[src/rtl/qpe_pkg.sv]
package qpe_pkg;
  typedef enum logic [1:0] {
    STEP_HOLD = 2'd0,
    STEP_FWD  = 2'd1,
    STEP_REV  = 2'd2,
    STEP_BAD  = 2'd3
  } step_e;

  localparam int SYNC_STAGES = 2;
endpackage

[src/rtl/qpe_sync.sv]
module qpe_sync #(
  parameter int WIDTH  = 2,
  parameter int STAGES = qpe_pkg::SYNC_STAGES
) (
  input  logic             clk,
  input  logic             rst_n,
  input  logic [WIDTH-1:0] din,
  output logic [WIDTH-1:0] dout
);
  for (genvar g = 0; g < WIDTH; g++) begin : g_bit
    logic [STAGES-1:0] chain;
    always_ff @(posedge clk or negedge rst_n) begin
      if (!rst_n) chain <= '0;
      else        chain <= {chain[STAGES-2:0], din[g]};
    end
    assign dout[g] = chain[STAGES-1];
  end
endmodule

[src/rtl/qpe_quad_decoder.sv]
module qpe_quad_decoder
  import qpe_pkg::*;
#(
  parameter int POS_W = 32
) (
  input  logic             clk,
  input  logic             rst_n,
  input  logic             a_s,
  input  logic             b_s,
  input  logic             fault_clr,
  output logic [POS_W-1:0] pos,
  output logic             fault
);
  logic  a_prev, b_prev;
  logic  a_chg, b_chg;
  step_e step;

  assign a_chg = a_prev ^ a_s;
  assign b_chg = b_prev ^ b_s;

  // Forward order {A,B}: 00 -> 10 -> 11 -> 01 -> 00
  always_comb begin
    if (a_chg && b_chg)          step = STEP_BAD;
    else if (!a_chg && !b_chg)   step = STEP_HOLD;
    else if (!(a_prev ^ b_s))    step = STEP_FWD;
    else                         step = STEP_REV;
  end

  always_ff @(posedge clk or negedge rst_n) begin
    if (!rst_n) begin
      a_prev <= 1'b0;
      b_prev <= 1'b0;
      pos    <= '0;
      fault  <= 1'b0;
    end else begin
      a_prev <= a_s;
      b_prev <= b_s;
      case (step)
        STEP_FWD: pos <= pos + POS_W'(1);
        STEP_REV: pos <= pos - POS_W'(1);
        default:  pos <= pos;
      endcase
      if (step == STEP_BAD) fault <= 1'b1;
      else if (fault_clr)   fault <= 1'b0;
    end
  end

  assert_unit_step_R2: assert property (@(posedge clk) disable iff (!rst_n)
    1'b1 |=> (pos == $past(pos) || pos == $past(pos) + POS_W'(1) || pos == $past(pos) - POS_W'(1)))
    else $error("position moved by more than one count");

  assert_bad_holds_R4: assert property (@(posedge clk) disable iff (!rst_n)
    (a_chg && b_chg) |=> ($stable(pos) && fault))
    else $error("illegal transition altered count or missed fault");

  assert_fault_sticky_R5: assert property (@(posedge clk) disable iff (!rst_n)
    (fault && !fault_clr) |=> fault)
    else $error("fault flag dropped without clear");
endmodule

[src/rtl/qpe_sample_timer.sv]
module qpe_sample_timer #(
  parameter int PER_W = 24
) (
  input  logic             clk,
  input  logic             rst_n,
  input  logic [PER_W-1:0] period,
  output logic             tick
);
  logic [PER_W-1:0] cnt;
  logic             wrap;

  assign wrap = (period <= PER_W'(1)) || (cnt >= period - PER_W'(1));

  always_ff @(posedge clk or negedge rst_n) begin
    if (!rst_n) begin
      cnt  <= '0;
      tick <= 1'b0;
    end else if (wrap) begin
      cnt  <= '0;
      tick <= 1'b1;
    end else begin
      cnt  <= cnt + PER_W'(1);
      tick <= 1'b0;
    end
  end

  assert_single_tick_R9: assert property (@(posedge clk) disable iff (!rst_n)
    (tick && period > PER_W'(1)) |=> !tick)
    else $error("strobe wider than one cycle");
endmodule

[src/rtl/qpe_err_clamp.sv]
module qpe_err_clamp #(
  parameter int POS_W = 32,
  parameter int ERR_W = 16
) (
  input  logic             clk,
  input  logic             rst_n,
  input  logic             load,
  input  logic [POS_W-1:0] ref_pos,
  input  logic [POS_W-1:0] meas_pos,
  output logic [ERR_W-1:0] err
);
  localparam int DW = POS_W + 1;
  localparam int UW = DW - ERR_W + 1;
  localparam logic [ERR_W-1:0] SAT_HI = {1'b0, {(ERR_W-1){1'b1}}};
  localparam logic [ERR_W-1:0] SAT_LO = {1'b1, {(ERR_W-1){1'b0}}};

  logic [DW-1:0]    diff;
  logic [UW-1:0]    upper;
  logic [ERR_W-1:0] sat;

  assign diff  = {ref_pos[POS_W-1], ref_pos} - {meas_pos[POS_W-1], meas_pos};
  assign upper = diff[DW-1:ERR_W-1];

  always_comb begin
    if (!diff[DW-1] && (upper != '0))      sat = SAT_HI;
    else if (diff[DW-1] && (upper != '1))  sat = SAT_LO;
    else                                   sat = diff[ERR_W-1:0];
  end

  always_ff @(posedge clk or negedge rst_n) begin
    if (!rst_n)    err <= '0;
    else if (load) err <= sat;
  end

  assert_err_hold_R10: assert property (@(posedge clk) disable iff (!rst_n)
    !load |=> $stable(err))
    else $error("error word changed outside a strobe");
endmodule

[src/rtl/qpe_front_end.sv]
module qpe_front_end #(
  parameter int POS_W = 32,
  parameter int ERR_W = 16,
  parameter int PER_W = 24
) (
  input  logic             clk,
  input  logic             rst_n,
  input  logic             enc_a,
  input  logic             enc_b,
  input  logic             ref_valid,
  output logic             ref_ready,
  input  logic [POS_W-1:0] ref_data,
  input  logic             fault_clr,
  input  logic [PER_W-1:0] sample_period,
  output logic [POS_W-1:0] position,
  output logic [ERR_W-1:0] pos_error,
  output logic             sample_strobe,
  output logic             enc_fault
);
  logic [1:0]       ab_s;
  logic [POS_W-1:0] ref_q;

  assign ref_ready = 1'b1;

  always_ff @(posedge clk or negedge rst_n) begin
    if (!rst_n)                      ref_q <= '0;
    else if (ref_valid && ref_ready) ref_q <= ref_data;
  end

  qpe_sync #(.WIDTH(2)) u_sync (
    .clk(clk), .rst_n(rst_n), .din({enc_a, enc_b}), .dout(ab_s)
  );

  qpe_quad_decoder #(.POS_W(POS_W)) u_dec (
    .clk(clk), .rst_n(rst_n), .a_s(ab_s[1]), .b_s(ab_s[0]),
    .fault_clr(fault_clr), .pos(position), .fault(enc_fault)
  );

  qpe_sample_timer #(.PER_W(PER_W)) u_tmr (
    .clk(clk), .rst_n(rst_n), .period(sample_period), .tick(sample_strobe)
  );

  qpe_err_clamp #(.POS_W(POS_W), .ERR_W(ERR_W)) u_clamp (
    .clk(clk), .rst_n(rst_n), .load(sample_strobe),
    .ref_pos(ref_q), .meas_pos(position), .err(pos_error)
  );

  assert_ref_load_R6: assert property (@(posedge clk) disable iff (!rst_n)
    ref_valid |=> (ref_q == $past(ref_data)))
    else $error("reference write lost");
endmodule

[config.mk]
export PLATFORM = sky130hd
export DESIGN_NAME = qpe_front_end
export DESIGN_NICKNAME = d
export VERILOG_FILES = /design/src/rtl/qpe_pkg.sv /design/src/rtl/qpe_sync.sv /design/src/rtl/qpe_quad_decoder.sv /design/src/rtl/qpe_sample_timer.sv /design/src/rtl/qpe_err_clamp.sv /design/src/rtl/qpe_front_end.sv
export SDC_FILE = /design/constraint.sdc
export NUM_CORES = 1
export LEC_CHECK = 0
export BUFFER_PORTS_ARGS = -buffer_cell sky130_fd_sc_hd__buf_2
export CAP_MARGIN = 30
export CORE_ASPECT_RATIO = 0.7
export CORE_MARGIN = 3
export CORE_UTILIZATION = 45
export CTS_CLUSTER_DIAMETER = 80
export DETAILED_ROUTE_END_ITERATION = 16
export GPL_ROUTABILITY_DRIVEN = 0
export PLACE_DENSITY = 0.74
export SLEW_MARGIN = 30
export SYNTH_ARGS = -nofsm -noshare
export SYNTH_HDL_FRONTEND = slang
export SYNTH_SLANG_ARGS = --single-unit
[constraint.sdc]
create_clock -name clk -period 8.1 [get_ports clk]
set_input_delay 1.215 -clock clk [delete_from_list [all_inputs] [get_ports clk]]
set_output_delay 1.215 -clock clk [all_outputs]
set_load 0.02 [all_outputs]
* Word-level counts from Yosys, hierarchy flattened *
Cells that the tools add are included.

word-level totals
  register bits = 112
  input port bits = 62
  output and inout port bits = 51
  word-level logic and storage cells = 45

operators by class
  add/subtract/negate cells = 5
  $lt $le $gt $ge = 2
  eq/ne operators = 4
  mux-type cells = 10
  bitwise logic cells = 3
  reduce and logical (&&, ||, !) cells = 11

operators by type and width
  operator                                                          count
  case mux 32 bit (2 select lines)                                  1
  subtractor 32 x 32 -> 33 bit                                      1
  adder 32 x 1 -> 32 bit (second input constant)                    1
  2-to-1 mux 16 bit                                                 2
  subtractor 32 x 1 -> 32 bit (second input constant)               1
  adder 24 x 1 -> 24 bit (second input constant)                    1
  greater-or-equal comparator 24 bit                                1
  less-or-equal comparator 24 x 1 -> 1 bit (second input constant)  1
  2-to-1 mux 24 bit                                                 1
  subtractor 24 x 1 -> 24 bit (second input constant)               1
  inequality test 18 bit (second input constant)                    1
  nonzero test 18 bit                                               1
  2-to-1 mux 2 bit                                                  3
  equality test 2 bit (second input constant)                       2
  logical AND 1 bit                                                 4
  nonzero test 2 bit                                                2
  zero test 1 bit                                                   3
  2-to-1 mux 1 bit                                                  3
  bitwise XOR 1 bit                                                 3
  equality test 2 x 1 -> 1 bit (second input constant)              1
  logical OR 1 bit                                                  1

* Logic depth before layout (Yosys ltp) *
Gate-level depths: netlist of run 1.

  depth in word-level cells = 7
  gate-level depth with buffers = 18

* Hierarchy *
From an unflattened synthesis of run 1, not the netlist that was laid out.

second synthesis, totals
  cell total of the unflattened synthesis = 1037
  area, all modules = 9142.5 µm²

modules (own cells, without submodules)
  module            instances  cells each  area each (µm²)  seq. area each (µm²)
  qpe_err_clamp     1          413         2919.0           400.4
  qpe_quad_decoder  1          306         2588.7           875.8
  qpe_sample_timer  1          242         2163.3           625.6
  qpe_front_end     1          70          1356.3           800.8
  qpe_sync          1          6           115.1            100.1

* Worst setup path after synthesis of run 1 *
OpenSTA, ideal clock, no wires.

  path type = register to register
  start = register u_sync.g_bit[0].chain[1]
  end = register u_dec.pos[24]
  library setup time = 0.125 ns
  data arrival time = 5.206 ns
  setup slack = 2.769 ns
  cell stages (with the launch flop) = 17
  path buffers = 0
  period minus slack after synthesis = 5.331 ns
  cells stage by stage = dfrtp_1 -> xor2_1 -> inv_1 -> ha_1 -> nor3_1 -> ha_1 -> nor2b_1 -> o21ai_0 -> a21oi_1 -> o31ai_1 -> a21oi_1 -> o21ai_0 -> o21ai_0 -> a21oi_1 -> o21bai_1 -> xor2_1 -> mux2_2

on the way
  cells in the longest elaborated chain, start to end = 7
  elaborated cells on any way between the ends = 12
  classes of those cells = eq/ne (2); mux (4); bitwise (2); reduce/logical (4)

RTL lines
  item                                                                           RTL line                text
  start: declaration                                                             qpe_sync.sv:11          logic [STAGES-1:0] chain;
  start signal: assignment                                                       qpe_sync.sv:14          else chain <= {chain[STAGES-2:0], din[g]};
  bitwise XOR 1 bit                                                              qpe_quad_decoder.sv:19  assign b_chg = b_prev ^ b_s;
  zero test 1 bit                                                                qpe_quad_decoder.sv:24  else if (!a_chg && !b_chg) step = STEP_HOLD;
  logical AND 1 bit                                                              qpe_quad_decoder.sv:24
  2-to-1 mux 2 bit                                                               qpe_quad_decoder.sv:24
  2-to-1 mux 2 bit *                                                             qpe_quad_decoder.sv:23  if (a_chg && b_chg) step = STEP_BAD;
  equality test 2 bit / equality test 2 x 1 -> 1 bit (equally long branches)     qpe_quad_decoder.sv:38  case (step)
  case mux 32 bit (2 select lines) / nonzero test 2 bit (equally long branches)  n/a
  end signal: assignment                                                         qpe_quad_decoder.sv:39  STEP_FWD: pos <= pos + POS_W'(1);
  end signal: assignment                                                         qpe_quad_decoder.sv:40  STEP_REV: pos <= pos - POS_W'(1);
  end signal: assignment                                                         qpe_quad_decoder.sv:41  default: pos <= pos;
  end: declaration                                                               qpe_quad_decoder.sv:11  output logic [POS_W-1:0] pos,

Every way passes the cells marked *; elsewhere a longest branch is shown, timed or not.
A chain may end at the register's enable or synchronous reset.

* Final worst setup path of run 1 *
  start = input port sample_period[6]
  end = register u_tmr.cnt[10]

on the way
  cells in the longest elaborated chain, start to end = 4
  elaborated cells on any way between the ends = 5
  classes of those cells = add/sub (1); order compare (2); mux (1); reduce/logical (1)

RTL lines
  item                                RTL line                text
  start: declaration                  qpe_front_end.sv:14     input logic [PER_W-1:0] sample_period,
  subtractor 24 x 1 -> 24 bit         qpe_sample_timer.sv:12  assign wrap = (period <= PER_W'(1)) || (cnt >= period - PER_W'(1));
  greater-or-equal comparator 24 bit  qpe_sample_timer.sv:12
  logical OR 1 bit *                  qpe_sample_timer.sv:12
  2-to-1 mux 24 bit *                 qpe_sample_timer.sv:18  end else if (wrap) begin
  end signal: assignment              qpe_sample_timer.sv:22  cnt <= cnt + PER_W'(1);
  end: declaration                    qpe_sample_timer.sv:9   logic [PER_W-1:0] cnt;

Marked as above.

==> run_results.csv, run 1 <==
group,metric,value,unit
timing,clock.fmax,0.196,GHz
synth,synth_simple_gate_area_share,0.158,
timing,fin_skew,0.0113,ns
clock_tree,cts-buffers-inserted,9,
critical_path,cp_cell_sequence,"buf_2 > nor4_1 > nand3_1 > nor3_1 > nand2_1 > or4_1 > nor4_1 > xnor2_1 > ha_1 > a21o_1 > a21oi_1 > o21ai_0 > o41a_2 > nor2_1",
clock_tree,root_buffer,"clkbuf_16",
synth,synth_mux_area_frac,0.0563,
critical_path,rr_endpoint,"u_dec.pos[24]$_DFFE_PN0P_",
floorplan,die-area,0.0215,sq mm
detailed_routing,drt-total-wl,21200,microns
cells_and_area,area_growth,12.2,%
critical_path,r2r_cells,17,
power_and_ir_drop,ir_drop,146,uV
synth,synth-seq-area-share,0.315,
global_route,first_global_vias,7078,
floorplan,ios,113,
synth,synthCells,1000,
worst_hold_path,min_from,"u_sync.g_bit[1].chain[0]$_DFF_PN0_",
timing,tns,0,ns
critical_path,ff2ff_setup_slack,3.31,ns
floorplan,start_util,0.465,
floorplan,die_x,174,microns
synth,synthAdderAreaFrac,0.132,
synth,syn_area,0.00890,sq mm
detailed_routing,wl_per_cell,15.5,microns
floorplan,rows,42,
clock_tree,cts_tree,"built",
synth,synth_cell_types,67,
detailed_routing,vias,7571,
critical_path,crit_buf_inv,1,
critical_path,crit_arrival,5.38,ns
synth,synth_edf_count,0,
timing,setup_violations,0,
timing,fin_crit,5.10,ns
synth,synth_flop_cell,"dfrtp_1",
power_and_ir_drop,leakagePower,4.82,nW
synth,synth_top_family_by_area,"compound AO/OA/AOI/OAI gates",
synth,synth_area_per_cell,8.90,sq um
cells_and_area,fin_util,0.522,
global_route,grt_pass1_wl,35300,microns
global_route,grtUsageTotal,0.198,
detailed_routing,drt_iter0_markers,489,
detailed_routing,via_per_inst,5.55,
clock_tree,clock_path_buffers,2,
detailed_routing,ant_nets,0,
synth,yosys_warnings,0,
critical_path,end_kind,"register",
cells_and_area,finalNetCount,1251,
clock_tree,cts_resized,0,
timing,rsz0062_at_grt,"false",
detailed_routing,top_layer,"met4",
synth,synth_nets,1155,
clock_tree,clock_sinks,112,
critical_path,cp-startpoint,"sample_period[6]",
detailed_routing,met1Wirelength,11200,microns
timing,relSlewSlack,0.368,
placed_design,numPortBuffers,111,
synth,synth-xor-area-share,0.0925,
cells_and_area,antenna_cells,0,
synth,async_flop_share,1.00,
timing,hold_viol_final,0,
critical_path,cp-endpoint,"u_tmr.cnt[10]$_DFF_PN0_",
clock_tree,htreeDepth,3,
critical_path,path_depth,14,
synth,synth_compound_area_frac,0.202,
status,status,"finished clean",
floorplan,coreArea,0.0191,sq mm
global_route,grt_max_degree,71,
critical_path,crit_fanout,25,
clock_tree,cts_setup_buffers,0,
critical_path,path_delay_family,"simple AND/OR/NAND/NOR gates",
global_route,grt_overflow_total,0,
detailed_routing,route.detailed.drc,0,
synth,ys_seq_elements,112,
run,cap_violations,0,
critical_path,cp-start-kind,"primary input",
detailed_routing,wl_met3,1230,microns
detailed_routing,drtPass1Iterations,7,
power_and_ir_drop,powerDensity,333,mW/mm^2
critical_path,cp_slowest_cell,"o41a_2",
placed_design,hpwl,16500,microns
clock_tree,clkLatencyLatePin,0.36,ns
clock_tree,clk_pin_slew,0.08,ns
worst_hold_path,min_path_type,"register to register",
timing,drv_slew,0,
timing,tightest_slew,0.945,ns
critical_path,path_common_cell,"nor4_1",
critical_path,critPathMaxStageDelay,0.68,ns
floorplan,die_h,124,microns
clock_tree,cts.hold.buffers_added,0,
power_and_ir_drop,total_power,3.32,mW
critical_path,critPathKind,"primary input to register",
detailed_routing,route.met2.wl,8590,microns
timing,post-route-period-util,0.630,
cells_and_area,drive_gt1_frac,0.162,
global_route,antenna_found_initial,0,
critical_path,r2r-start,"u_sync.g_bit[0].chain[1]$_DFF_PN0_",
critical_path,required,8.38,ns
## per-stage QoR
stage	cells	cell area (sq um)	hold WS [ns]	setup WS (ns)
after detailed placement	1349	9680	0.338	2.46
after CTS	1365	9970	0.357	2.83
after global placement	1349	9680	0.332	2.81
after floorplan	1000	8900	0.331	2.77
after global routing	1365	9980	0.361	2.60
final	1365	9980	0.354	3.00
## cell usage after synthesis (3+ instances only)
cell type	count	area (sq um)
o21ai_0	59	295
and2_1	6	37.5
xnor2_1	53	464
nor2_1	86	323
o21bai_1	9	67.6
nor3b_1	3	22.5
nor3_1	16	80.1
a211o_1	5	43.8
inv_1	64	240
mux2_2	32	360
o31ai_1	5	37.5
a211oi_1	9	67.6
a311oi_1	3	26.3
xor2_1	41	359
nor4_1	11	68.8
a21o_1	48	360
nand4_1	15	93.8
a41oi_1	4	35.0
dfrtp_1	112	2800
nand2_1	67	251
o21a_1	10	75.1
or3_1	5	31.3
nand2b_1	10	62.6
a21oi_1	61	305
nand3_1	22	110
buf_6	3	33.8
o31a_1	4	35.0
o211ai_1	15	113
ha_1	91	1140
buf_2	5	25.0
nor2b_1	14	87.6
and3_1	19	119
nand3b_1	3	22.5
o22ai_1	15	93.8
mux2i_1	14	140
clkbuf_1	19	71.3
or2_2	4	25.0
## area by class of cell
type / count / area, sq um
fillers: 1832 / 9150
multi-input cells: 794 / 5720
flip-flops and latches: 112 / 2800
repair buffers: 115 / 592
well taps: 264 / 330
clock buffers: 11 / 253
inverters: 64 / 240
clock inverters: 5 / 45.0
## kinds of logic (layout without fill, tap and decap cells)
family                   Yosys count  in the layout
AO/OA/AOI/OAI                    271            271
XOR/XNOR                          94             94
adder cells (fa/ha/maj)           93             93
buffers and inverters             94            195
flip-flops                       112            112
multiplexers                      46             46
other                              1              1
AND/OR/NAND/NOR                  289            289
## power by group
part	internal, mW	switching (mW)	total (mW)
clock network	0.232	0.218	0.450
logic	0.863	1.25	2.11
registers	0.664	0.0947	0.758
total	1.76	1.56	3.32
## state kept, by name, summed over array words and instances (netlist names)
name,flops
u_dec.pos,32
u_dec.a_prev,1
u_clamp.err,16
ref_q,32
u_tmr.cnt,24
u_sync.g_bit.chain,4
u_tmr.tick,1
u_dec.b_prev,1
u_dec.fault,1
## metal layers
metal,vias to the layer above,track usage
li1,3808,-
met1,3568,0.301
met2,180,0.290
met3,15,0.0424
met4,0,0.0427
met5,-,0
## how the worst min path moves through the flow
stage | endpoint | slack (ns) | cells past startpoint
after detailed placement | u_sync.g_bit[0].chain[1]$_DFF_PN0_ | 0.34 | 0
after global routing | u_sync.g_bit[1].chain[1]$_DFF_PN0_ | 0.36 | 0
after CTS | u_sync.g_bit[1].chain[1]$_DFF_PN0_ | 0.36 | 0
after floorplan | u_sync.g_bit[0].chain[1]$_DFF_PN0_ | 0.33 | 0
after global placement | u_sync.g_bit[0].chain[1]$_DFF_PN0_ | 0.33 | 0
final | u_sync.g_bit[1].chain[1]$_DFF_PN0_ | 0.35 | 0
## cell usage in the layout (no fill, tap or decap), drive strengths merged, types with 14 or more instances in the layout
master	n
mux2	32
nand2	67
and3	19
a21oi	63
buf	115
nand3	22
nand4	15
o211ai	15
xnor2	53
dfrtp	112
o22ai	16
o21ai	60
mux2i	14
ha	91
nor2	86
inv	68
nor2b	14
a21o	48
nor3	17
xor2	41
No activity file was read; power rests on OpenSTA's default activity.
==> run 2, diff against run 1 <==
- clock period: 8.1 -> 4.95 ns (I/O delays scaled with it)
==> run 2 against run 1 <==
  * Clock power rose by 93%
  * Worst hold slack got worse by 0.0024 ns
  * Critical path depth rose by 3
  * Utilization rose by 0.58 points
  * Critical path type is now register to register
==> run_results.csv, run 2 (synthesized netlist as in run 1, its figures left out) <==
group,metric,value,unit
placed_design,numPortBuffers,111,
cells_and_area,antenna_cells,0,
critical_path,r2r_cells,17,
critical_path,cp-endpoint,"u_dec.pos[29]$_DFFE_PN0P_",
power_and_ir_drop,p_sw,2.57,mW
critical_path,r2r-start,"u_sync.g_bit[0].chain[1]$_DFF_PN0_",
critical_path,end_kind,"register",
detailed_routing,drtPass1Iterations,5,
detailed_routing,ant_nets,0,
power_and_ir_drop,pwr-share-clk,0.155,
placed_design,place_inst,1354,
cells_and_area,finalNetCount,1256,
power_and_ir_drop,p_sw_frac,0.460,
floorplan,start_util,0.465,
global_route,first_global_vias,7224,
critical_path,crit_fanout,29,
power_and_ir_drop,total_power,5.59,mW
clock_tree,cts_resized,0,
timing,fin_crit,4.39,ns
timing,tightest_slew,0.894,ns
timing,post-route-period-util,0.887,
critical_path,rr_endpoint,"u_dec.pos[29]$_DFFE_PN0P_",
floorplan,ios,113,
detailed_routing,drt_iter0_markers,601,
cells_and_area,reg.largest.list,"ref_q (32), u_dec.pos (32), u_tmr.cnt (24)",
global_route,grt_pass1_wl,36100,microns
timing,rsz0062_at_grt,"false",
clock_tree,clock_path_buffers,2,
timing,hold_viol_final,0,
timing,clock.fmax,0.228,GHz
clock_tree,clock_sinks,112,
detailed_routing,wl_per_cell,15.9,microns
timing,relSlewSlack,0.404,
critical_path,cp-startpoint,"u_sync.g_bit[0].chain[1]$_DFF_PN0_",
timing,setup_violations,0,
floorplan,die_h,124,microns
detailed_routing,drt-total-wl,21700,microns
critical_path,critPathKind,"register to register",
power_and_ir_drop,ir_drop,342,uV
timing,hold_ws,0.351,ns
critical_path,ff2ff_setup_slack,0.56,ns
power_and_ir_drop,combPwrFrac,0.621,
timing,fin_skew,0.00956,ns
clock_tree,clkLatencyLatePin,0.37,ns
cells_and_area,area_growth,13.4,%
clock_tree,cts_tree,"built",
critical_path,cp-start-kind,"register",
detailed_routing,vias,7618,
floorplan,die_x,174,microns
status,status,"finished clean",
power_and_ir_drop,leakagePower,4.86,nW
worst_hold_path,min_path_type,"primary input to async pin",
global_route,grtUsageTotal,0.207,
timing,tns,0,ns
placed_design,hpwl,16800,microns
critical_path,required,5.18,ns
clock_tree,cts-buffers-inserted,9,
floorplan,die-area,0.0215,sq mm
floorplan,coreArea,0.0191,sq mm
clock_tree,cts.hold.buffers_added,0,
clock_tree,clk_pin_slew,0.07,ns
global_route,grt_max_degree,70,
power_and_ir_drop,p_int,3.02,mW
power_and_ir_drop,share_seq_of_total_power,0.224,
clock_tree,cts_setup_buffers,0,
power_and_ir_drop,powerDensity,554,mW/mm^2
cells_and_area,final_cell_count_no_fill,1370,
cells_and_area,final_cell_mix,"dfrtp_1, buf_2, ha_1",
timing,drv_slew,0,
detailed_routing,route.detailed.drc,0,
floorplan,rows,42,
global_route,grt_overflow_total,0,
detailed_routing,via_per_inst,5.56,
clock_tree,htreeDepth,3,
critical_path,crit_arrival,4.62,ns
run,cap_violations,0,
cells_and_area,drive_gt1_frac,0.164,
clock_tree,root_buffer,"clkbuf_16",
global_route,antenna_found_initial,0,
cells_and_area,final_common_cell,"dfrtp_1",
run 2: cell count changes in the layout (fill, tap and decap cells not counted):
cell        delta
nor3_4         +1
clkbuf_1       +1
buf_12         +1
o41a_1         +1
clkinvlp_4     -1
inv_6          -2
clkbuf_8       -1
o41a_2         -1
bufinv_16      +3
buf_4          +4
nor3_2         -1
run 2: area by class of cell:
class,count,area [sq um]
Clock buffer,11,243
Clock inverter,5,110
Fill cell,1835,9040
Inverter,64,240
Multi-Input combinational cell,794,5720
Sequential cell,112,2800
Tap cell,264,330
Timing Repair Buffer,120,642
run 2: stage by stage:
stage                     cell area (sq um)  utilization  setup slack, ns
after global routing                  10100        0.527            0.256
after detailed placement               9730        0.509            0.417
final                                 10100        0.527            0.560
after global placement                 9730        0.509            0.655
after floorplan                        8900            -            0.484
after CTS                             10100        0.527            0.638
run 2: worst min path at each step:
stage / start / to
after floorplan: u_sync.g_bit[0].chain[0]$_DFF_PN0_ / u_sync.g_bit[0].chain[1]$_DFF_PN0_
after global placement: u_sync.g_bit[1].chain[0]$_DFF_PN0_ / u_sync.g_bit[1].chain[1]$_DFF_PN0_
after detailed placement: u_sync.g_bit[1].chain[0]$_DFF_PN0_ / u_sync.g_bit[1].chain[1]$_DFF_PN0_
after CTS: u_sync.g_bit[1].chain[0]$_DFF_PN0_ / u_sync.g_bit[1].chain[1]$_DFF_PN0_
after global routing: u_sync.g_bit[1].chain[0]$_DFF_PN0_ / u_sync.g_bit[1].chain[1]$_DFF_PN0_
final: rst_n / u_dec.fault$_DFFE_PN0P_
run 2: power by group through the flow:
stage / registers (mW) / logic (mW) / clock network (mW)
floorplan: 1.38 / 2.51 / 0
global placement: 1.27 / 3.35 / 0
detailed placement: 1.27 / 3.41 / 0
CTS: 1.25 / 3.44 / 0.889
global route: 1.28 / 3.88 / 0.926
finish: 1.25 / 3.47 / 0.868
run 2: critical path, stage by stage (launching register included):
cell and delay [ns]:
dfrtp_1 0.42, xor2_1 0.23, inv_1 0.07, ha_1 0.22, nor3_4 0.40, buf_12 0.26
ha_1 0.31, and3_1 0.25, and3_1 0.19, a211oi_1 0.21, o21ai_0 0.23, a22oi_1 0.37
a211o_1 0.31, o211a_1 0.25, o31ai_1 0.09, a21oi_1 0.19, xor2_1 0.16, mux2i_1 0.09
run 2: per-layer routing:
| layer | up-vias | track usage | wire (microns) |
|---|---|---|---|
| met5 | - | 0 | 0 |
| met2 | 198 | 0.296 | 8760 |
| met1 | 3603 | 0.316 | 11400 |
| met4 | 0 | 0.0492 | 230 |
| li1 | 3804 | - | - |
| met3 | 13 | 0.0460 | 1330 |
